--- src/rtl/rsg_pkg.sv ---
package rsg_pkg;

  // Width needed to hold a countdown load value.
  function automatic int unsigned cnt_width(input int unsigned load);
    return (load < 2) ? 1 : $clog2(load + 1);
  endfunction

  // Edges from an input change being sampled to the output reflecting it.
  function automatic int unsigned req_latency(input int unsigned sync_stages,
                                              input int unsigned out_depth);
    return sync_stages + out_depth;
  endfunction

  // Edges from configuration until the output first releases.
  function automatic int unsigned pwrup_release(input int unsigned load,
                                                input int unsigned out_depth);
    return load + out_depth;
  endfunction

endpackage

--- src/rtl/rsg_sync_cell.sv ---
module rsg_sync_cell #(
  parameter int unsigned STAGES = 2
) (
  input  logic clk_i,
  input  logic req_n_async_i,
  output logic req_sync_o
);
  localparam int unsigned LAST = STAGES - 1;

  // Active-high request chain; starts asserted at configuration.
  logic [LAST:0] chain_q = '1;

  always_ff @(posedge clk_i) begin
    chain_q[0] <= ~req_n_async_i;
  end

  generate
    for (genvar s = 1; s < STAGES; s++) begin : g_stage
      always_ff @(posedge clk_i) begin
        chain_q[s] <= chain_q[s-1];
      end
    end
  endgenerate

  assign req_sync_o = chain_q[LAST];
endmodule

--- src/rtl/rsg_pwrup_timer.sv ---
module rsg_pwrup_timer #(
  parameter int unsigned LOAD = 1000
) (
  input  logic                               clk_i,
  output logic [rsg_pkg::cnt_width(LOAD)-1:0] cnt_o,
  output logic                               busy_o
);
  localparam int unsigned CW = rsg_pkg::cnt_width(LOAD);
  localparam logic [CW-1:0] LOAD_V = CW'(LOAD);

  logic [CW-1:0] cnt_q = LOAD_V;
  logic          busy;

  assign busy = (cnt_q != '0);

  always_ff @(posedge clk_i) begin
    if (busy) cnt_q <= cnt_q - 1'b1;
  end

  assign cnt_o  = cnt_q;
  assign busy_o = busy;
endmodule

--- src/rtl/rsg_out_pipe.sv ---
module rsg_out_pipe #(
  parameter int unsigned DEPTH = 3
) (
  input  logic clk_i,
  input  logic rst_comb_i,
  output logic rst_o
);
  generate
    if (DEPTH == 0) begin : g_pass
      assign rst_o = rst_comb_i;
    end else begin : g_regs
      logic [DEPTH-1:0] pipe_q = '1;
      always_ff @(posedge clk_i) begin
        pipe_q[0] <= rst_comb_i;
      end
      for (genvar d = 1; d < DEPTH; d++) begin : g_stage
        always_ff @(posedge clk_i) begin
          pipe_q[d] <= pipe_q[d-1];
        end
      end
      assign rst_o = pipe_q[DEPTH-1];
    end
  endgenerate
endmodule

--- src/rtl/rsg_reset_gen.sv ---
module rsg_reset_gen #(
  parameter int unsigned NUM_SRC      = 2,
  parameter int unsigned SYNC_STAGES  = 2,
  parameter int unsigned PWRUP_CYCLES = 1000,
  parameter int unsigned OUT_DEPTH    = 3
) (
  input  logic               clk_i,
  input  logic [NUM_SRC-1:0] rst_req_n_i,
  output logic               rst_o
);
  localparam int unsigned CW = rsg_pkg::cnt_width(PWRUP_CYCLES);

  // Named internal events, observed by the bound checker.
  logic [NUM_SRC-1:0] sync_req;
  logic               any_req;
  logic [CW-1:0]      pwr_cnt;
  logic               pwr_busy;
  logic               comb_rst;

  generate
    for (genvar k = 0; k < NUM_SRC; k++) begin : g_src
      rsg_sync_cell #(.STAGES(SYNC_STAGES)) u_sync (
        .clk_i         (clk_i),
        .req_n_async_i (rst_req_n_i[k]),
        .req_sync_o    (sync_req[k])
      );
    end
  endgenerate

  rsg_pwrup_timer #(.LOAD(PWRUP_CYCLES)) u_timer (
    .clk_i  (clk_i),
    .cnt_o  (pwr_cnt),
    .busy_o (pwr_busy)
  );

  assign any_req  = |sync_req;
  assign comb_rst = any_req | pwr_busy;

  rsg_out_pipe #(.DEPTH(OUT_DEPTH)) u_pipe (
    .clk_i      (clk_i),
    .rst_comb_i (comb_rst),
    .rst_o      (rst_o)
  );
endmodule

--- config.mk ---
export PLATFORM = sky130hd
export DESIGN_NAME = rsg_reset_gen
export DESIGN_NICKNAME = d
export VERILOG_FILES = /design/src/rtl/rsg_pkg.sv /design/src/rtl/rsg_sync_cell.sv /design/src/rtl/rsg_pwrup_timer.sv /design/src/rtl/rsg_out_pipe.sv /design/src/rtl/rsg_reset_gen.sv
export SDC_FILE = /design/constraint.sdc
export NUM_CORES = 1
export LEC_CHECK = 0
export BUFFER_PORTS_ARGS = -buffer_cell sky130_fd_sc_hd__buf_2
export CAP_MARGIN = 20
export CELL_PAD_IN_SITES_DETAIL_PLACEMENT = 0
export CELL_PAD_IN_SITES_GLOBAL_PLACEMENT = 1
export CORE_UTILIZATION = 49
export DETAILED_ROUTE_END_ITERATION = 7
export PLACE_DENSITY_LB_ADDON = 0.1
export SLEW_MARGIN = 15
export SYNTH_ARGS = -nofsm -noshare
export SYNTH_HDL_FRONTEND = slang
export SYNTH_HIERARCHICAL = 1
export SYNTH_SLANG_ARGS = --single-unit
--- constraint.sdc ---
create_clock -name clk_i -period 5.9 [get_ports clk_i]
set_input_delay 0.885 -clock clk_i [delete_from_list [all_inputs] [get_ports clk_i]]
set_output_delay 0.885 -clock clk_i [all_outputs]
set_load 0.05 [all_outputs]
# [Word-level counts from Yosys, hierarchy flattened]
# Cells that the tools add are included.
[op_classes] n_addsub=1 n_reduce_logical=2 bitwise=3
[ops] operator="10-bit nonzero test" count=1
[ops] operator="10-bit by 1-bit subtractor with 10-bit output, second input constant" count=1
[ops] operator="1-bit NOT" count=2
[ops] operator="2-bit OR reduction" count=1
[ops] operator="1-bit bitwise OR" count=1
[totals] output_inout_bits=1 ff_bits=17 wordCells=14

# [Logic depth before layout (Yosys ltp)]
[depth] depth_word=2 ltp_mapped=5 mapped_depth_nobuf=5

# [Cells and area by module]
# The synthesis kept the hierarchy.
[by_module_without_submodules] module="rsg_pwrup_timer" seq_area_each_um2=300.3 n_inst=1 area_per_inst_um2=493.0 cells_per_inst=34
[by_module_without_submodules] module="rsg_sync_cell" seq_area_each_um2=40.0 n_inst=2 area_per_inst_um2=43.8 cells_per_inst=3
[by_module_without_submodules] module="rsg_out_pipe" seq_area_each_um2=60.1 n_inst=1 area_per_inst_um2=60.1 cells_per_inst=3
[by_module_without_submodules] module="rsg_reset_gen" seq_area_each_um2=0.0 n_inst=1 area_per_inst_um2=6.3 cells_per_inst=1

# [Worst setup path before layout]
# No wires, ideal clock.
[synth_path] kind="reg-to-reg" from="register u_timer.cnt_q[0] (netlist: u_timer/cnt_o[0])" to="register u_pipe.g_regs.pipe_q[0]" t_arrival_ns=1.956 path_stages_with_launch=6 slack_ns=3.817 path_buffers=0 required_ns=5.773 cell_sequence="edfxtp_1 inv_1 ha_1 or4b_4 or3_1 or3_1"
[synth_via] elab_chain_len=2
[synth_lines] item="start: declaration" line="rsg_pwrup_timer.sv:11" text="logic [CW-1:0] cnt_q = LOAD_V;"
[synth_lines] item="start signal: assignment" line="rsg_pwrup_timer.sv:17" text="if (busy) cnt_q <= cnt_q - 1'b1;"
[synth_lines] item="10-bit nonzero test" line="rsg_pwrup_timer.sv:14" text="assign busy = (cnt_q != '0);"
[synth_lines] item="named net pwr_busy" line="rsg_reset_gen.sv:17" text="logic pwr_busy;"
[synth_lines] item="1-bit bitwise OR" line="rsg_reset_gen.sv:37" text="assign comb_rst = any_req | pwr_busy;"
[synth_lines] item="named net comb_rst" line="rsg_reset_gen.sv:18" text="logic comb_rst;"
[synth_lines] item="end signal: assignment" line="rsg_out_pipe.sv:14" text="pipe_q[0] <= rst_comb_i;"
[synth_lines] item="end: declaration" line="rsg_out_pipe.sv:12" text="logic [DEPTH-1:0] pipe_q = '1;"
# The timed path passes the listed nets, and every way through them passes these cells.
# A chain may end at the register's enable or synchronous reset.

# [Worst setup path in the final report]
# Same ends and word-level chain as after synthesis.

==> reports/metrics.cfg <==
[routing]
wl_um=917
highest_layer=met3
wl_met2_um=459
vias=336
routed-wl-met3_um=19
wire_per_inst_um=14.1
drt-pass1-iter-count=4
ant_nets=0
wl_met1_um=438
drt_iter0_drc=9
viasPerCell=5.17
remaining_drc_errors=0

[placement]
place.gp.congestion=0.679
post-place-cells=61
port_buffers=3
dp_hpwl_um=653

[clocking]
cts.repair.resized=0
cts.clk_slew.worst_paths_ns=0.09
htree_levels=1
ctsLongestPathBuffers=2
cts_setup_buffers=0
cts_hold_buf=0
cts_made_buffers=3
clk_latency_ns=0.28
clock_sinks=17
cts_root_buf=clkbuf_4
cts_tree=yes

[synth]
ys_types=15
ys_warn_count=6
synth_area_um2=647
netlist_instances=44
ys_seq_elements=17
syn_nets=48
synth_area_leaders=edfxtp_1, dfxtp_1, xor2_1, inv_1, nor4_4
seq_area_frac_synth_pct=68.1
netlist.top_cell.by_area=edfxtp_1
avgSynthCellArea_um2=14.7
netlist.area_leader.share_pct=46.4

[critical_path]
start_kind=flop
worstPathArrival_ns=2.48
critPathRequiredTime_ns=6.06
max_stage_delay_ns=0.55
crit_chain=inv_1 > ha_1 > or4b_4 > or3_1 > or3_1
crit_top_cell=or3_1
critPathKind=reg2reg
critPathMaxFanout=11
cp-end-kind=flop
slowest_stage=or3_1
rrSetupSlack_ns=3.59

[die]
fp.dieArea_um2=1470
coreArea_um2=1170
die_x_um=38.3
initial_core_util_pct=55.2
fp-row-count=12
boundaryPins=4
die_y_um=38.3

[sta]
timing.slew.headroom_pct=69.0
worst_pin_slew_ns=0.465
fmax_ghz=0.432
fin_crit_sh_pct=39.2
period_minus_slack_ns=2.31
rsz0062_at_grt=false
fin_skew_ns=0.00499
hold_viol=0
finalMaxSlewViolations=0
finalSetupViolations=0
setup_tns_ns=0

[global_routing]
grt.overflow.total=0
track_usage_pct=16.1
grt_start_max_net_pins=12
antenna_found_initial=0
grt_pass1_wl_um=1590
grt_pass1_vias=357

[cells_and_area]
drive_above_1_share_pct=21.6
final_nets=56
final_cells=65
area.growth.synth_to_final_pct=9.09
antenna_cells=0

[worst_hold_path]
min_path_type=reg2reg

[flow_run]
maxCapViolCount=0

[power_and_ir_drop]
p_per_area_nw_per_um2=267
ir_worst_vdd_mv=0.201
leakagePower_nw=0.336

[outcome]
outcome=completed

## sequential cells by signal (all words and copies together) (netlist names)
| register | flops |
|---|---|
| g_src.u_sync/chain_q | 2 |
| g_src.u_sync/req_sync_o | 2 |
| u_timer/cnt_o | 10 |
| u_pipe/rst_o | 1 |
| u_pipe/g_regs.pipe_q | 2 |
## power breakdown
part	total, mW	switching [mW]	internal, mW
Clock	0.0584	0.0322	0.0262
Sequential	0.127	0.000543	0.127
Combinational	0.00273	0.00177	0.000956
Total	0.188	0.0345	0.154
## final cells by class
cell class,instances,area (µm²)
Tap cell,14,17.5
Timing Repair Buffer,3,15.0
Inverter,6,22.5
Sequential cell,17,440
Multi-Input combinational cell,21,184
Clock buffer,4,26.3
Fill cell,97,465
## synthesized netlist by cell type, drive strengths merged
library cell / instances
or4b: 1
o31ai: 2
nor4: 2
xor2: 6
ha: 1
dfxtp: 7
nor2: 2
edfxtp: 10
nand2: 2
nor3: 1
inv: 6
or3: 2
or4: 2
## critical path: cells and delay by family (launching register included)
kind	cells	cell delay [ns]
and+or+nand+nor	3	1.45
DFF	1	0.43
adders and majority gates	1	0.21
buffers and inverters	1	0.10
## stage by stage
step	total power [mW]	hold slack (ns)	setup slack [ns]	cell area [µm²]	util [%]
after floorplan	0.131	0.310	3.82	647	-
after global placement	0.132	0.314	3.71	679	58.0
after detailed placement	0.133	0.315	3.61	679	58.0
after CTS	0.190	0.336	3.59	706	60.3
after global routing	0.195	0.343	3.46	706	60.3
final	0.188	0.334	3.59	706	60.3
## routing by layer
layer	GRT usage, %	vias to the layer above
met2	28.0	5
met5	0	-
met1	21.0	164
met4	2.59	0
met3	3.49	0
li1	-	167
## cell families (layout without fill, tap and decap cells)
| logic type | after synthesis | after routing | share of synthesized area, % |
|---|---|---|---|
| compound gates | 2 | 2 | 2.32 |
| xor+xnor | 6 | 6 | 8.12 |
| fa+ha+maj | 1 | 1 | 1.93 |
| buf+inv | 6 | 13 | 3.48 |
| flops | 17 | 17 | 68.1 |
| simple gates | 12 | 12 | 16.1 |
## layout by cell type, fill, tap and decap left out, types with 2 or more instances in the layout
cell type  Yosys  routed
dfxtp_1        7       7
inv_1          6       6
clkbuf_4       0       3
buf_2          0       3
o31ai_1        2       2
or3_1          2       2
xor2_1         6       6
nor2_1         2       2
nand2_1        2       2
edfxtp_1      10      10
## path summary, 6_finish.rpt
kind,from,depth (start not counted),end
max reg2reg,u_timer/cnt_o[0]$_DFFE_PP_,5,u_pipe/g_regs.pipe_q[0]$_DFF_P_
max,u_timer/cnt_o[0]$_DFFE_PP_,5,u_pipe/g_regs.pipe_q[0]$_DFF_P_
min reg2reg,g_src[0].u_sync/chain_q[0]$_DFF_P_,0,g_src[0].u_sync/req_sync_o$_DFF_P_
min,g_src[0].u_sync/chain_q[0]$_DFF_P_,0,g_src[0].u_sync/req_sync_o$_DFF_P_
Note: power is estimated with default switching activity, not from simulation.
